$ cat src/rtl/pxsel_pkg.sv
package pxsel_pkg;

  // Strobes from control to datapath at the final delay stage.
  typedef struct packed {
    logic load;       // a pixel leaves the delay line this cycle
    logic useDirect;  // that pixel takes the true-colour path
  } selStrobe_t;

  // Memory holds words most-significant byte first; reverse to native order.
  function automatic logic [31:0] swapBytes(input logic [31:0] w);
    return {w[7:0], w[15:8], w[23:16], w[31:24]};
  endfunction

endpackage

$ cat src/rtl/pxsel_ctrl.sv
module pxsel_ctrl
  import pxsel_pkg::*;
#(
  parameter int unsigned PAL_LAT    = 2,
  parameter bit          SWAP_BYTES = 1'b1,
  parameter logic [7:0]  DIRECT_TAG = 8'h03
) (
  input  logic             clk,
  input  logic             rstN,
  input  logic             inValid,
  input  logic [7:0]       inIndex,
  input  logic [31:0]      inCtrl,
  input  logic             palRspValid,
  output logic             palReqValid,
  output logic [7:0]       palReqIndex,
  output selStrobe_t       strobe
);

  localparam int unsigned LAST = PAL_LAT - 1;

  logic [31:0] ctrlWord;
  logic        isDirect;

  generate
    if (SWAP_BYTES) begin : g_swap
      assign ctrlWord = swapBytes(inCtrl);
    end else begin : g_native
      assign ctrlWord = inCtrl;
    end
  endgenerate

  assign isDirect    = (ctrlWord[31:24] == DIRECT_TAG);
  assign palReqValid = inValid && !isDirect;
  assign palReqIndex = inIndex;

  logic [PAL_LAT-1:0] validPipe;
  logic [PAL_LAT-1:0] directPipe;

  generate
    for (genvar s = 0; s < PAL_LAT; s++) begin : g_stage
      if (s == 0) begin : g_head
        always_ff @(posedge clk) begin
          if (!rstN) begin
            validPipe[0]  <= 1'b0;
            directPipe[0] <= 1'b0;
          end else begin
            validPipe[0]  <= inValid;
            directPipe[0] <= inValid && isDirect;
          end
        end
      end else begin : g_body
        always_ff @(posedge clk) begin
          if (!rstN) begin
            validPipe[s]  <= 1'b0;
            directPipe[s] <= 1'b0;
          end else begin
            validPipe[s]  <= validPipe[s-1];
            directPipe[s] <= directPipe[s-1];
          end
        end
      end
    end
  endgenerate

  assign strobe.load      = validPipe[LAST];
  assign strobe.useDirect = directPipe[LAST];

  // a palette pixel reaching the mux must find its response present
  p_rsp_present_r3 : assert property (@(posedge clk) disable iff (!rstN)
    (strobe.load && !strobe.useDirect) |-> palRspValid);

  // a direct mark never travels without a pixel
  p_direct_has_pixel_r4 : assert property (@(posedge clk) disable iff (!rstN)
    strobe.useDirect |-> strobe.load);

endmodule

$ cat src/rtl/pxsel_datapath.sv
module pxsel_datapath
  import pxsel_pkg::*;
#(
  parameter int unsigned PAL_LAT    = 2,
  parameter bit          SWAP_BYTES = 1'b1
) (
  input  logic        clk,
  input  logic        rstN,
  input  logic [31:0] inDirect,
  input  selStrobe_t  strobe,
  input  logic [23:0] palRspColor,
  output logic        outValid,
  output logic [23:0] outPixel
);

  localparam int unsigned LAST  = PAL_LAT - 1;
  localparam int unsigned RGB_W = 24;

  logic [31:0]      directWord;
  logic [RGB_W-1:0] rgbPipe [PAL_LAT];

  generate
    if (SWAP_BYTES) begin : g_swap
      assign directWord = swapBytes(inDirect);
    end else begin : g_native
      assign directWord = inDirect;
    end
  endgenerate

  generate
    for (genvar s = 0; s < PAL_LAT; s++) begin : g_delay
      if (s == 0) begin : g_head
        always_ff @(posedge clk) begin
          if (!rstN) rgbPipe[0] <= '0;
          else       rgbPipe[0] <= directWord[RGB_W-1:0];
        end
      end else begin : g_body
        always_ff @(posedge clk) begin
          if (!rstN) rgbPipe[s] <= '0;
          else       rgbPipe[s] <= rgbPipe[s-1];
        end
      end
    end
  endgenerate

  always_ff @(posedge clk) begin
    if (!rstN) begin
      outValid <= 1'b0;
      outPixel <= '0;
    end else begin
      outValid <= strobe.load;
      if (!strobe.load)         outPixel <= '0;
      else if (strobe.useDirect) outPixel <= rgbPipe[LAST];
      else                       outPixel <= palRspColor;
    end
  end

  // direct pixel takes the delayed true-colour bytes
  p_direct_mux_r1 : assert property (@(posedge clk) disable iff (!rstN)
    (strobe.load && strobe.useDirect) |=> (outValid && outPixel == $past(rgbPipe[LAST])));

  // palette pixel takes the response colour
  p_palette_mux_r3 : assert property (@(posedge clk) disable iff (!rstN)
    (strobe.load && !strobe.useDirect) |=> (outValid && outPixel == $past(palRspColor)));

  // no bubble is inserted after the delay line
  p_no_bubble_r6 : assert property (@(posedge clk) disable iff (!rstN)
    strobe.load |=> outValid);

  // idle output carries zeros
  p_idle_zero_r7 : assert property (@(posedge clk) disable iff (!rstN)
    !outValid |-> (outPixel == '0));

endmodule

$ cat src/rtl/pixel_source_select.sv
module pixel_source_select
  import pxsel_pkg::*;
#(
  parameter int unsigned PAL_LAT    = 2,
  parameter bit          SWAP_BYTES = 1'b1,
  parameter logic [7:0]  DIRECT_TAG = 8'h03
) (
  input  logic        clk,
  input  logic        rstN,
  input  logic        inValid,
  input  logic [7:0]  inIndex,
  input  logic [31:0] inDirect,
  input  logic [31:0] inCtrl,
  output logic        palReqValid,
  output logic [7:0]  palReqIndex,
  input  logic        palRspValid,
  input  logic [23:0] palRspColor,
  output logic        outValid,
  output logic [23:0] outPixel
);

  selStrobe_t strobe;

  pxsel_ctrl #(
    .PAL_LAT   (PAL_LAT),
    .SWAP_BYTES(SWAP_BYTES),
    .DIRECT_TAG(DIRECT_TAG)
  ) uCtrl (
    .clk        (clk),
    .rstN       (rstN),
    .inValid    (inValid),
    .inIndex    (inIndex),
    .inCtrl     (inCtrl),
    .palRspValid(palRspValid),
    .palReqValid(palReqValid),
    .palReqIndex(palReqIndex),
    .strobe     (strobe)
  );

  pxsel_datapath #(
    .PAL_LAT   (PAL_LAT),
    .SWAP_BYTES(SWAP_BYTES)
  ) uData (
    .clk        (clk),
    .rstN       (rstN),
    .inDirect   (inDirect),
    .strobe     (strobe),
    .palRspColor(palRspColor),
    .outValid   (outValid),
    .outPixel   (outPixel)
  );

endmodule

$ cat config.mk
export PLATFORM = sky130hd
export DESIGN_NAME = pixel_source_select
export DESIGN_NICKNAME = d
export VERILOG_FILES = /design/src/rtl/pxsel_pkg.sv /design/src/rtl/pxsel_ctrl.sv /design/src/rtl/pxsel_datapath.sv /design/src/rtl/pixel_source_select.sv
export SDC_FILE = /design/constraint.sdc
export NUM_CORES = 1
export LEC_CHECK = 0
export ABC_AREA = 1
export BUFFER_PORTS_ARGS = -buffer_cell sky130_fd_sc_hd__buf_2
export CORE_MARGIN = 4
export CORE_UTILIZATION = 40
export CTS_CLUSTER_DIAMETER = 80
export DETAILED_ROUTE_END_ITERATION = 8
export PLACE_DENSITY = 0.74
export SLEW_MARGIN = 20
export SYNTH_ARGS = -nofsm -noshare
export SYNTH_HDL_FRONTEND = slang
export SYNTH_SLANG_ARGS = --single-unit
$ cat constraint.sdc
create_clock -name clk -period 0.8 [get_ports clk]
set_input_delay 0.12 -clock clk [delete_from_list [all_inputs] [get_ports clk]]
set_output_delay 0.12 -clock clk [all_outputs]
set_load 0.02 [all_outputs]
==> metrics.txt, run 1 <==
Max transition margin=87.4%; total negative slack for setup checks=-3970 ps; number of buffers added on ports=84; Routability Congestion=around 0.7; final clock period utilization by the worst path=115%; number of antenna violations at the first check in global routing=0; gate count of the mapped netlist=298; number of nets in the final layout=508; mean cell area of the mapped netlist=8.67 um^2; start point of the critical path=uData.outPixel[19]; count of TritonRoute iterations in the first routing pass=4; number of H-tree levels=3; reg-to-reg slack, setup=-110 ps; clock slew at the register clock pins of the worst setup and hold paths=approximately 80 ps; area fraction of the dominant cell type after synthesis=59.6%; sequential-to-total area share from yosys stat=between 50 and 60%; top achievable clock speed=1.09 GHz; pin count of the biggest net entering global routing=22; fraction of final layout cells sized beyond drive strength 1=between 40% and 50%; most numerous cell types in the synthesized netlist=106 x sky130_fd_sc_hd__nand2_1, 77 x sky130_fd_sc_hd__dfxtp_1, 60 x sky130_fd_sc_hd__inv_1; clock tree from TritonCTS=yes; clock latency reported for the late side of the worst-skew pair=340 ps; final count of hold timing violations=0; nature of the critical path endpoint=output pin; number of distinct library cell variants in the gate-level netlist after synthesis=11; violated checks=setup timing; post-layout minimum cycle time=919 ps; maximum buffer depth of the clock tree=2; category of the critical setup timing path=flip-flop to output pin; power density relative to cell area=approximately 1900 mW/mm^2; initial core utilization=40.9%; fraction of synthesis flops using an asynchronous set or reset pin=0%; Yosys top cell by area=sky130_fd_sc_hd__dfxtp_1; TritonCTS Buffers=9; cell at the slowest stage of the critical path=sky130_fd_sc_hd__dfxtp_2; cell chosen for the clock root=sky130_fd_sc_hd__clkbuf_8; Global Route Usage Sum=14.4%; transition time at the pin with the least slew margin=189 ps; arrival time at the worst endpoint=about 800 ps; synthesized netlist net count=398; number of remaining DRC errors=0; ordered list of cells on the worst path=buf_6; maximum vdd drop=between 0.001 and 0.0015 V; routed len/inst=about 11 um; capturing instance or port of the critical path=outPixel[19]; clock sink total=77; Site Rows=29; MaxCap Viol Count=0; Crit path depth=1; cell count of the worst reg-to-reg path=4; category of cells accounting for the largest share of critical-path delay=flip-flops; core outline area=0.00631 mm^2; count of pins over their slew limit=0; first-pass GRT wire length=8.58 mm; Die Ht=88.4 um; dominant cell by count in the synthesized netlist=sky130_fd_sc_hd__nand2_1; Worst Slack Setup Final=-119 ps; full die area=roughly 0.0078 mm^2; type of the tightest min-delay check=primary input to flip-flop; total I/O pin count=134; number of enable flip-flop cells after synthesis=0; data required time at the worst endpoint=680 ps; unrepaired setup endpoints after global routing=yes; post-layout util=between 60% and 70%; WHS Path Cells=3; crit path max fanout=1; via count of the first global-routing pass=1978; slowest cell delay on critical path=approximately 340 ps; run status=finished with violations; number of vias per cell after detailed routing=~4.0; largest cells by area after synthesis=sky130_fd_sc_hd__dfxtp_1 60%, sky130_fd_sc_hd__nand2_1 15%, sky130_fd_sc_hd__inv_1 8.7%; global-route congestion overflow total=0; Detailed Place HPWL=around 3.4 mm; worst reg2reg endpoint=uData.outPixel[14]; largest clock skew in the final design=about 10 ps; Leakage Power=2.25 nW; FF+latch count, synth=just under 80; predominant post-synthesis flop cell=sky130_fd_sc_hd__dfxtp_1; count of inserted antenna diode cells=0; yosys synthesis warning count=0; DRT Wirelength=5.58 mm; beginning of the worst register-to-register path=uCtrl.strobe[0]; total of endpoints with negative setup slack in the final report=49; worst setup slack before clock tree synthesis=-93.5 ps; antenna viol nets, final=0; initial detailed-routing violation count=44; synthesis-to-finish area growth=52.5%; horizontal die dimension=slightly below 90 um; routed vias=1977; Synth Cell Area=~0.0026 mm^2; startpoint type of the worst setup path=flip-flop; crit path buf inv count=1
routing by layer:
metal	wire length [um]	share of wire, %	up-vias	global-route usage (%)
met5	0	0	-	0
met4	119	2.1	0	7.42
met3	376	6.7	10	4.75
met2	2920	52	63	25.3
met1	2160	39	840	15.3
li1	-	-	1064	-
how the worst min path moves through the flow:
| stage | start | endpoint |
|---|---|---|
| 6_report | palRspColor[17] | uData.outPixel[17] |
| 2_1_floorplan | inDirect[24] | uData.rgbPipe[0][0] |
| 4_1_cts | palRspColor[14] | uData.outPixel[14] |
| 5_1_grt | palRspColor[19] | uData.outPixel[19] |
| 3_5_place_dp | inIndex[0] | palReqIndex[0] |
| 3_3_place_gp | inIndex[0] | palReqIndex[0] |
cells in the final DEF, fill, tap and decap left out, types with 2 or more instances in the layout:
| master | count |
|---|---|
| sky130_fd_sc_hd__nand2_1 | 84 |
| sky130_fd_sc_hd__inv_1 | 59 |
| sky130_fd_sc_hd__dfxtp_1 | 51 |
| sky130_fd_sc_hd__buf_2 | 50 |
| sky130_fd_sc_hd__buf_6 | 33 |
| sky130_fd_sc_hd__dlygate4sd3_1 | 25 |
| sky130_fd_sc_hd__dfxtp_2 | 25 |
| sky130_fd_sc_hd__a21oi_2 | 22 |
| sky130_fd_sc_hd__nand2_4 | 13 |
| sky130_fd_sc_hd__clkbuf_8 | 12 |
| sky130_fd_sc_hd__nand2_2 | 10 |
| sky130_fd_sc_hd__buf_12 | 5 |
| sky130_fd_sc_hd__nor2_1 | 4 |
| sky130_fd_sc_hd__buf_4 | 4 |
| sky130_fd_sc_hd__nor2_2 | 3 |
| sky130_fd_sc_hd__clkinvlp_4 | 3 |
| sky130_fd_sc_hd__a21oi_1 | 2 |
tightest hold or removal path, delay by kind of cell:
family,cells,cell delay [ps]
compound gates,1,50
buf+inv,1,90
simple gates,1,50
where the power goes:
group | internal [mW] | switching, mW
logic | 0.344 | 0.271
clock network | 1.38 | 1.35
registers | 3.97 | 0.0552
cell type report:
type | count | area [um^2]
sequential | 77 | 1580
timing repair inverter | 1 | 11.3
multi-input combinational | 139 | 772
clock inverter | 4 | 31.3
inverter | 61 | 245
timing repair buffer | 119 | 1040
fill | 504 | 2370
tap | 77 | 96.3
clock buffer | 12 | 165
kinds of logic after synthesis:
group           after synthesis  synth area share, %
simple gates                115                 17.0
buf+inv                      82                 15.7
flops                        77                 59.6
compound gates               24                 7.70
timing repair:
item                                    CTS  global route
setup buffers                             2             0
pin swaps                                 9            13
gates resized for setup                 110            24
hold buffers                             25             0
endpoints found under the setup margin   49            50
endpoints found under the hold margin    25             0
gates cloned                              2             0
sequential cells by signal, indices dropped and copies added (netlist names):
name and flops:
uCtrl.validPipe 1, uData.outValid 1, uCtrl.strobe 2, uCtrl.directPipe 1
uData.outPixel 24, uData.rgbPipe 48
stage by stage:
stage | cell area, um^2 | hold WS (ps) | std cells | total power [mW]
global route | 3940 | 0.629 | 490 | 7.68
finish | 3940 | 15.7 | 490 | 7.37
detailed placement | 3030 | 240 | 445 | 4.53
global placement | 3030 | 240 | 445 | 4.52
floorplan | 2580 | 218 | 298 | 4.38
CTS | 3840 | 6.37 | 490 | 7.36
(Power assumes the default switching activity.)
==> inputs of run 2 (changes only) <==
Settings changed: BUFFER_PORTS_ARGS -buffer_cell sky130_fd_sc_hd__buf_2 to -buffer_cell sky130_fd_sc_hd__buf_4.
==> run 2 against run 1 <==
  * The flow still finishes with violations (setup timing)
  * Non-clock buffer count decreased by 1
  * Cell count fell by 0.41%
  * Utilization grew 0.79 points
  * Die area stayed put
  * Clock skew fell by 2.0 ps
  * Highest routed layer unchanged
==> metrics.txt, run 2 (synthesized netlist as in run 1, its figures left out) <==
fraction of final layout cells sized beyond drive strength 1=47.7% (+2.2 points); startpoint type of the worst setup path=flip-flop; cell chosen for the clock root=sky130_fd_sc_hd__clkbuf_8; via count of the first global-routing pass=1868 (-5.6%); Filler Cells Inserted=518 (+2.8%); nature of the critical path endpoint=output pin; initial core utilization=40.9% (unchanged); number of antenna violations at the first check in global routing=0 (unchanged); category of the critical setup timing path=flip-flop to output pin; Die Ht=88.4 um (unchanged); clock tree from TritonCTS=yes; post-layout minimum cycle time=902 ps (-17.6 ps); unrepaired setup endpoints after global routing=yes; area of all sequential standard cells=0.00158 mm^2 (unchanged); DRT Wirelength=5.34 mm (-4.3%); synthesis-to-finish area growth=54.5%; final count of hold timing violations=0 (unchanged); global-route congestion overflow total=0 (unchanged); total net switching power=1.57 mW (-6.2%); Routability Congestion=0.731 (+1.3%); maximum buffer depth of the clock tree=2 (unchanged); Site Rows=29 (unchanged); top achievable clock speed=1.11 GHz (+2.0%); total power=7.31 mW (-0.82%); routed vias=1996 (+0.96%); data required time at the worst endpoint=680 ps (about the same); clock sink total=77 (unchanged); total of endpoints with negative setup slack in the final report=49 (unchanged); beginning of the worst register-to-register path=uCtrl.strobe[0]; internal power of the cells=5.74 mW (+0.74%); number of nets in the final layout=507 (-0.20%); clock latency reported for the late side of the worst-skew pair=340 ps (about the same); MaxCap Viol Count=0 (unchanged); flip-flop count of the largest register after layout=48 (unchanged); most frequent standard cell in the layout excluding fill and tap cells=sky130_fd_sc_hd__nand2_1; transition time at the pin with the least slew margin=156 ps (-32.6 ps); number of vias per cell after detailed routing=4.09 (+1.4%); count of inserted antenna diode cells=0 (unchanged); slowest cell delay on critical path=320 ps (-20 ps); startpoint of the lowest-slack hold path=palRspColor[12]; number of H-tree levels=3 (unchanged); largest clock skew in the final design=8.03 ps (-1.95 ps); violated checks=setup timing; ordered list of cells on the worst path=buf_6; full die area=0.00781 mm^2 (unchanged); run status=finished with violations; commonest non-fill, non-tap cells in the layout=73 x sky130_fd_sc_hd__nand2_1, 60 x sky130_fd_sc_hd__inv_1, 59 x sky130_fd_sc_hd__buf_4; count of pins over their slew limit=0 (unchanged); start point of the critical path=uData.outPixel[18]; standard cell area after detailed placement=0.00324 mm^2 (+6.9%); Logic pwr share=9.4% (+1.1 points); type of the tightest min-delay check=primary input to flip-flop; maximum vdd drop=0.00117 V (+8.0%); number of buffers added on ports=84 (unchanged); crit path max fanout=1 (unchanged); Leakage Power=2.12 nW (-5.5%); clock slew at the register clock pins of the worst setup and hold paths=70 ps (about the same); final instance area=0.00399 mm^2 (+1.3%); area taken by multi-input logic gates=754 um^2 (-2.3%); horizontal die dimension=88.4 um (unchanged); power share of the sequential group=54.9% (+0.3 points); category of cells accounting for the largest share of critical-path delay=flip-flops; Worst Slack Setup Final=-102 ps (+17.6 ps); largest reg by FF count=uData.rgbPipe; Detailed Place HPWL=3.38 mm (+0.56%); power density relative to cell area=1830 mW/mm^2 (-2.1%); Max transition margin=89.6% (+2.2 points); pin count of the biggest net entering global routing=42 (+91%); cell at the slowest stage of the critical path=sky130_fd_sc_hd__dfxtp_2; arrival time at the worst endpoint=780 ps (-20 ps); total negative slack for setup checks=-3450 ps (+515 ps); final clock period utilization by the worst path=113% (-2.2 points); routed len/inst=10.9 um (-3.9%); first-pass GRT wire length=8.07 mm (-5.9%); proportion of total power due to net switching=21.5% (-1.2 points); Global Route Usage Sum=13.5% (-0.88 points); count of TritonRoute iterations in the first routing pass=5 (+1); part of the power in the clock network=35.7% (-1.4 points); initial detailed-routing violation count=32 (-27%); antenna viol nets, final=0 (unchanged); number of remaining DRC errors=0 (unchanged); TritonCTS Buffers=9 (unchanged); crit path buf inv count=1 (unchanged); total I/O pin count=134 (unchanged); core outline area=0.00631 mm^2 (unchanged)
-- run 2: cell count changes in the layout (fill, tap and decap cells not counted), moves of 3 or more --
cell	before	now
sky130_fd_sc_hd__nand2_1	84	73
sky130_fd_sc_hd__nand2_2	10	32
sky130_fd_sc_hd__clkinvlp_4	3	0
sky130_fd_sc_hd__buf_2	50	0
sky130_fd_sc_hd__nand2_4	13	2
sky130_fd_sc_hd__buf_4	4	59
sky130_fd_sc_hd__buf_6	33	30
-- run 2: worst paths after layout --
| check | endpoint | slack, ps | cells after the start |
|---|---|---|---|
| max | outPixel[18] | -100 | 1 |
| min reg2reg | uData.rgbPipe[1][4] | 410 | 2 |
| max reg2reg | uData.outPixel[3] | -90 | 4 |
| min | uData.outPixel[12] | 30 | 3 |
-- run 2: what timing repair did --
action,4_1_cts,5_1_grt
endpoints found under the setup margin,50,50
endpoints found under the hold margin,24,0
setup buffers,1,1
gates cloned,2,1
resized for setup,73,32
pin swaps,1,15
hold buffers,24,0
-- run 2: area by class of cell --
class	count	share of cell area (%)
Sequential cell	77	39.5
Timing Repair Buffer	118	28.2
Clock inverter	1	0.125
Multi-Input combinational cell	139	18.9
Inverter	61	6.14
Clock buffer	14	4.32
Tap cell	77	2.41
Timing Repair inverter	1	0.407
-- run 2: power by group through the flow --
stage                     Clock, mW  Sequential [mW]  Combinational (mW)
after floorplan                   0             4.11               0.264
after global placement            0             4.09               0.525
after detailed placement          0             4.09               0.533
after CTS                      2.64             4.01               0.652
after global routing           2.79             4.03               0.749
final                          2.61             4.02               0.685
-- run 2: per-layer routing --
layer / track usage, % / part of all wire, %
met5: 0 / 0
met4: 9.62 / 3.2
met3: 2.79 / 6.3
met2: 22.8 / 50
met1: 15.0 / 40
-- run 2: metrics by stage --
| stage | setup slack [ps] | util [%] | cells | hold slack (ps) |
|---|---|---|---|---|
| CTS | -111 | 61.7 | 487 | 19.9 |
| floorplan | -8.86 | - | 298 | 218 |
| global route | -137 | 63.2 | 488 | 16.3 |
| finish | -102 | 63.2 | 488 | 26.6 |
| detailed placement | -112 | 51.4 | 445 | 240 |
| global placement | -83.9 | 51.4 | 445 | 240 |
==> inputs of run 3 (changes only) <==
Settings changed: CORE_UTILIZATION 40 to 42, CTS_BUF_LIST set to sky130_fd_sc_hd__clkbuf_8, PLACE_DENSITY 0.74 to 0.77.
==> run 3 against run 2 <==
  * Wire length decreased by 0.56%
  * Total power down 3.2%
  * First-iteration DRC count is 25% lower
  * Sequential cell count did not move
  * Worst setup slack barely moved
  * Cell count shrank 0.61%
  * The flow still finishes with violations (setup timing)
  * Design area fell by 1.6%
  * Sequential power is essentially flat
  * Worst hold slack gained 3.3 ps
  * Clock-buffer cell count fell by 4
==> metrics.txt, run 3 (synthesized netlist as in run 1, its figures left out) <==
crit path max fanout=1 (unchanged); Worst Slack Setup Final=-102 ps (+0.134 ps); number of nets in the final layout=506 (-0.20%); type of the tightest min-delay check=primary input to flip-flop; unrepaired setup endpoints after global routing=yes; data required time at the worst endpoint=680 ps (about the same); final clock period utilization by the worst path=113% (about the same); count of TritonRoute iterations in the first routing pass=4 (-1); cell at the slowest stage of the critical path=sky130_fd_sc_hd__dfxtp_2; number of H-tree levels=3 (unchanged); DRT Wirelength=5.31 mm (-0.56%); number of remaining DRC errors=0 (unchanged); full die area=0.00747 mm^2 (-4.3%); largest clock skew in the final design=4.69 ps (-3.34 ps); total I/O pin count=134 (unchanged); number of antenna violations at the first check in global routing=0 (unchanged); Detailed Place HPWL=3.44 mm (+1.8%); clock tree from TritonCTS=yes; antenna viol nets, final=0 (unchanged); Site Rows=28 (-3.4%); Filler Cells Inserted=429 (-17%); largest reg by FF count=uData.rgbPipe; number of vias per cell after detailed routing=4.13 (+0.92%); maximum vdd drop=0.00110 V (-6.0%); worst-case hold slack=29.9 ps (+3.32 ps); Global Route Usage Sum=14.3% (+0.83 points); cell chosen for the clock root=sky130_fd_sc_hd__clkbuf_8; clock slew at the register clock pins of the worst setup and hold paths=70 ps (about the same); synthesis-to-finish area growth=52.0%; routed len/inst=11.0 um (about the same); flip-flop count of the largest register after layout=48 (unchanged); crit path buf inv count=1 (unchanged); routed vias=2002 (+0.30%); via count of the first global-routing pass=1894 (+1.4%); horizontal die dimension=86.5 um (-2.2%); violated checks=setup timing; power density relative to cell area=1800 mW/mm^2 (-1.7%); category of cells accounting for the largest share of critical-path delay=flip-flops; nature of the critical path endpoint=output pin; slowest cell delay on critical path=320 ps (about the same); worst setup slack before clock tree synthesis=-109 ps (+3.36 ps); transition time at the pin with the least slew margin=190 ps (+33.6 ps); count of pins over their slew limit=0 (unchanged); global-route congestion overflow total=0 (unchanged); pin count of the biggest net entering global routing=30 (-29%); most frequent standard cell in the layout excluding fill and tap cells=sky130_fd_sc_hd__nand2_1; Leakage Power=2.18 nW (+2.9%); clock latency reported for the late side of the worst-skew pair=340 ps (about the same); total of endpoints with negative setup slack in the final report=49 (unchanged); MaxCap Viol Count=0 (unchanged); ordered list of cells on the worst path=buf_6; final count of hold timing violations=0 (unchanged); Die Ht=86.5 um (-2.2%); initial detailed-routing violation count=24 (-25%); clock sink total=77 (unchanged); post-layout util=66.0% (+2.7 points); count of inserted antenna diode cells=0 (unchanged); TritonCTS Buffers=9 (unchanged); Routability Congestion=0.786 (+7.6%); Max transition margin=87.3% (-2.2 points); final instance area=0.00393 mm^2 (-1.6%); run status=finished with violations; core outline area=0.00596 mm^2 (-5.7%); top achievable clock speed=1.11 GHz (about the same); standard cell area after detailed placement=0.00322 mm^2 (-0.69%); first-pass GRT wire length=8.31 mm (+2.9%); maximum buffer depth of the clock tree=2 (unchanged); fraction of final layout cells sized beyond drive strength 1=43.7% (-4.0 points); post-layout minimum cycle time=902 ps (-0.134 ps); initial core utilization=43.4% (+2.5 points); category of the critical setup timing path=flip-flop to output pin; arrival time at the worst endpoint=780 ps (about the same); number of buffers added on ports=84 (unchanged); commonest non-fill, non-tap cells in the layout=84 x sky130_fd_sc_hd__nand2_1, 63 x sky130_fd_sc_hd__inv_1, 55 x sky130_fd_sc_hd__buf_4; startpoint type of the worst setup path=flip-flop; total power=7.08 mW (-3.2%)
-- run 3: cell count changes in the layout (fill, tap and decap cells not counted), moves of 3 or more --
cell,before,now
sky130_fd_sc_hd__nand2_4,2,6
sky130_fd_sc_hd__inv_1,60,63
sky130_fd_sc_hd__nand2_1,73,84
sky130_fd_sc_hd__buf_8,0,3
sky130_fd_sc_hd__buf_4,59,55
sky130_fd_sc_hd__nand2_2,32,17
-- run 3: per-stage QoR --
stage	TNS (ps)	cells
detailed placement	-2060	442
global route	-5530	485
CTS	-2860	484
floorplan	-173	298
finish	-3690	485
global placement	-1730	442
-- run 3: area by class of cell --
cell class	count	area (um^2)	area share [%]
sequential	77	1580	40.1
timing repair buffer	117	1120	28.4
multi-input combinational	139	733	18.7
inverter	61	241	6.14
clock buffer	10	138	3.50
tap	75	93.8	2.39
clock inverter	5	21.3	0.541
timing repair inverter	1	8.76	0.223
-- run 3: worst paths after layout --
path | from | to | slack [ps] | cells past startpoint
worst max-delay path | uData.outPixel[3] | outPixel[3] | -100 | 1
worst min-delay path | palRspColor[8] | uData.outPixel[8] | 30 | 3
worst max register to register | uCtrl.strobe[0] | uData.outPixel[18] | -80 | 3
worst min register to register | uData.rgbPipe[0][14] | uData.rgbPipe[1][14] | 410 | 2
-- run 3: report_power, final --
group | internal [mW] | total [mW] | switching, mW
clock network | 1.15 | 2.38 | 1.24
registers | 3.97 | 4.02 | 0.0514
logic | 0.408 | 0.670 | 0.262
-- run 3: metal layers --
layer	GRT usage, %	vias to the layer above	routed length [um]
met5	0	-	0
met4	9.35	0	166
met1	16.2	855	2140
met3	4.37	21	392
met2	23.2	70	2620
li1	-	1056	-
-- run 3: timing repair --
item | CTS | global route
endpoints found under the hold margin | 25 | 0
gates resized for setup | 68 | 31
hold buffers | 25 | 0
pin swaps | 14 | 20
endpoints found under the setup margin | 50 | 50
setup buffers | 0 | 0
gates cloned | 2 | 1
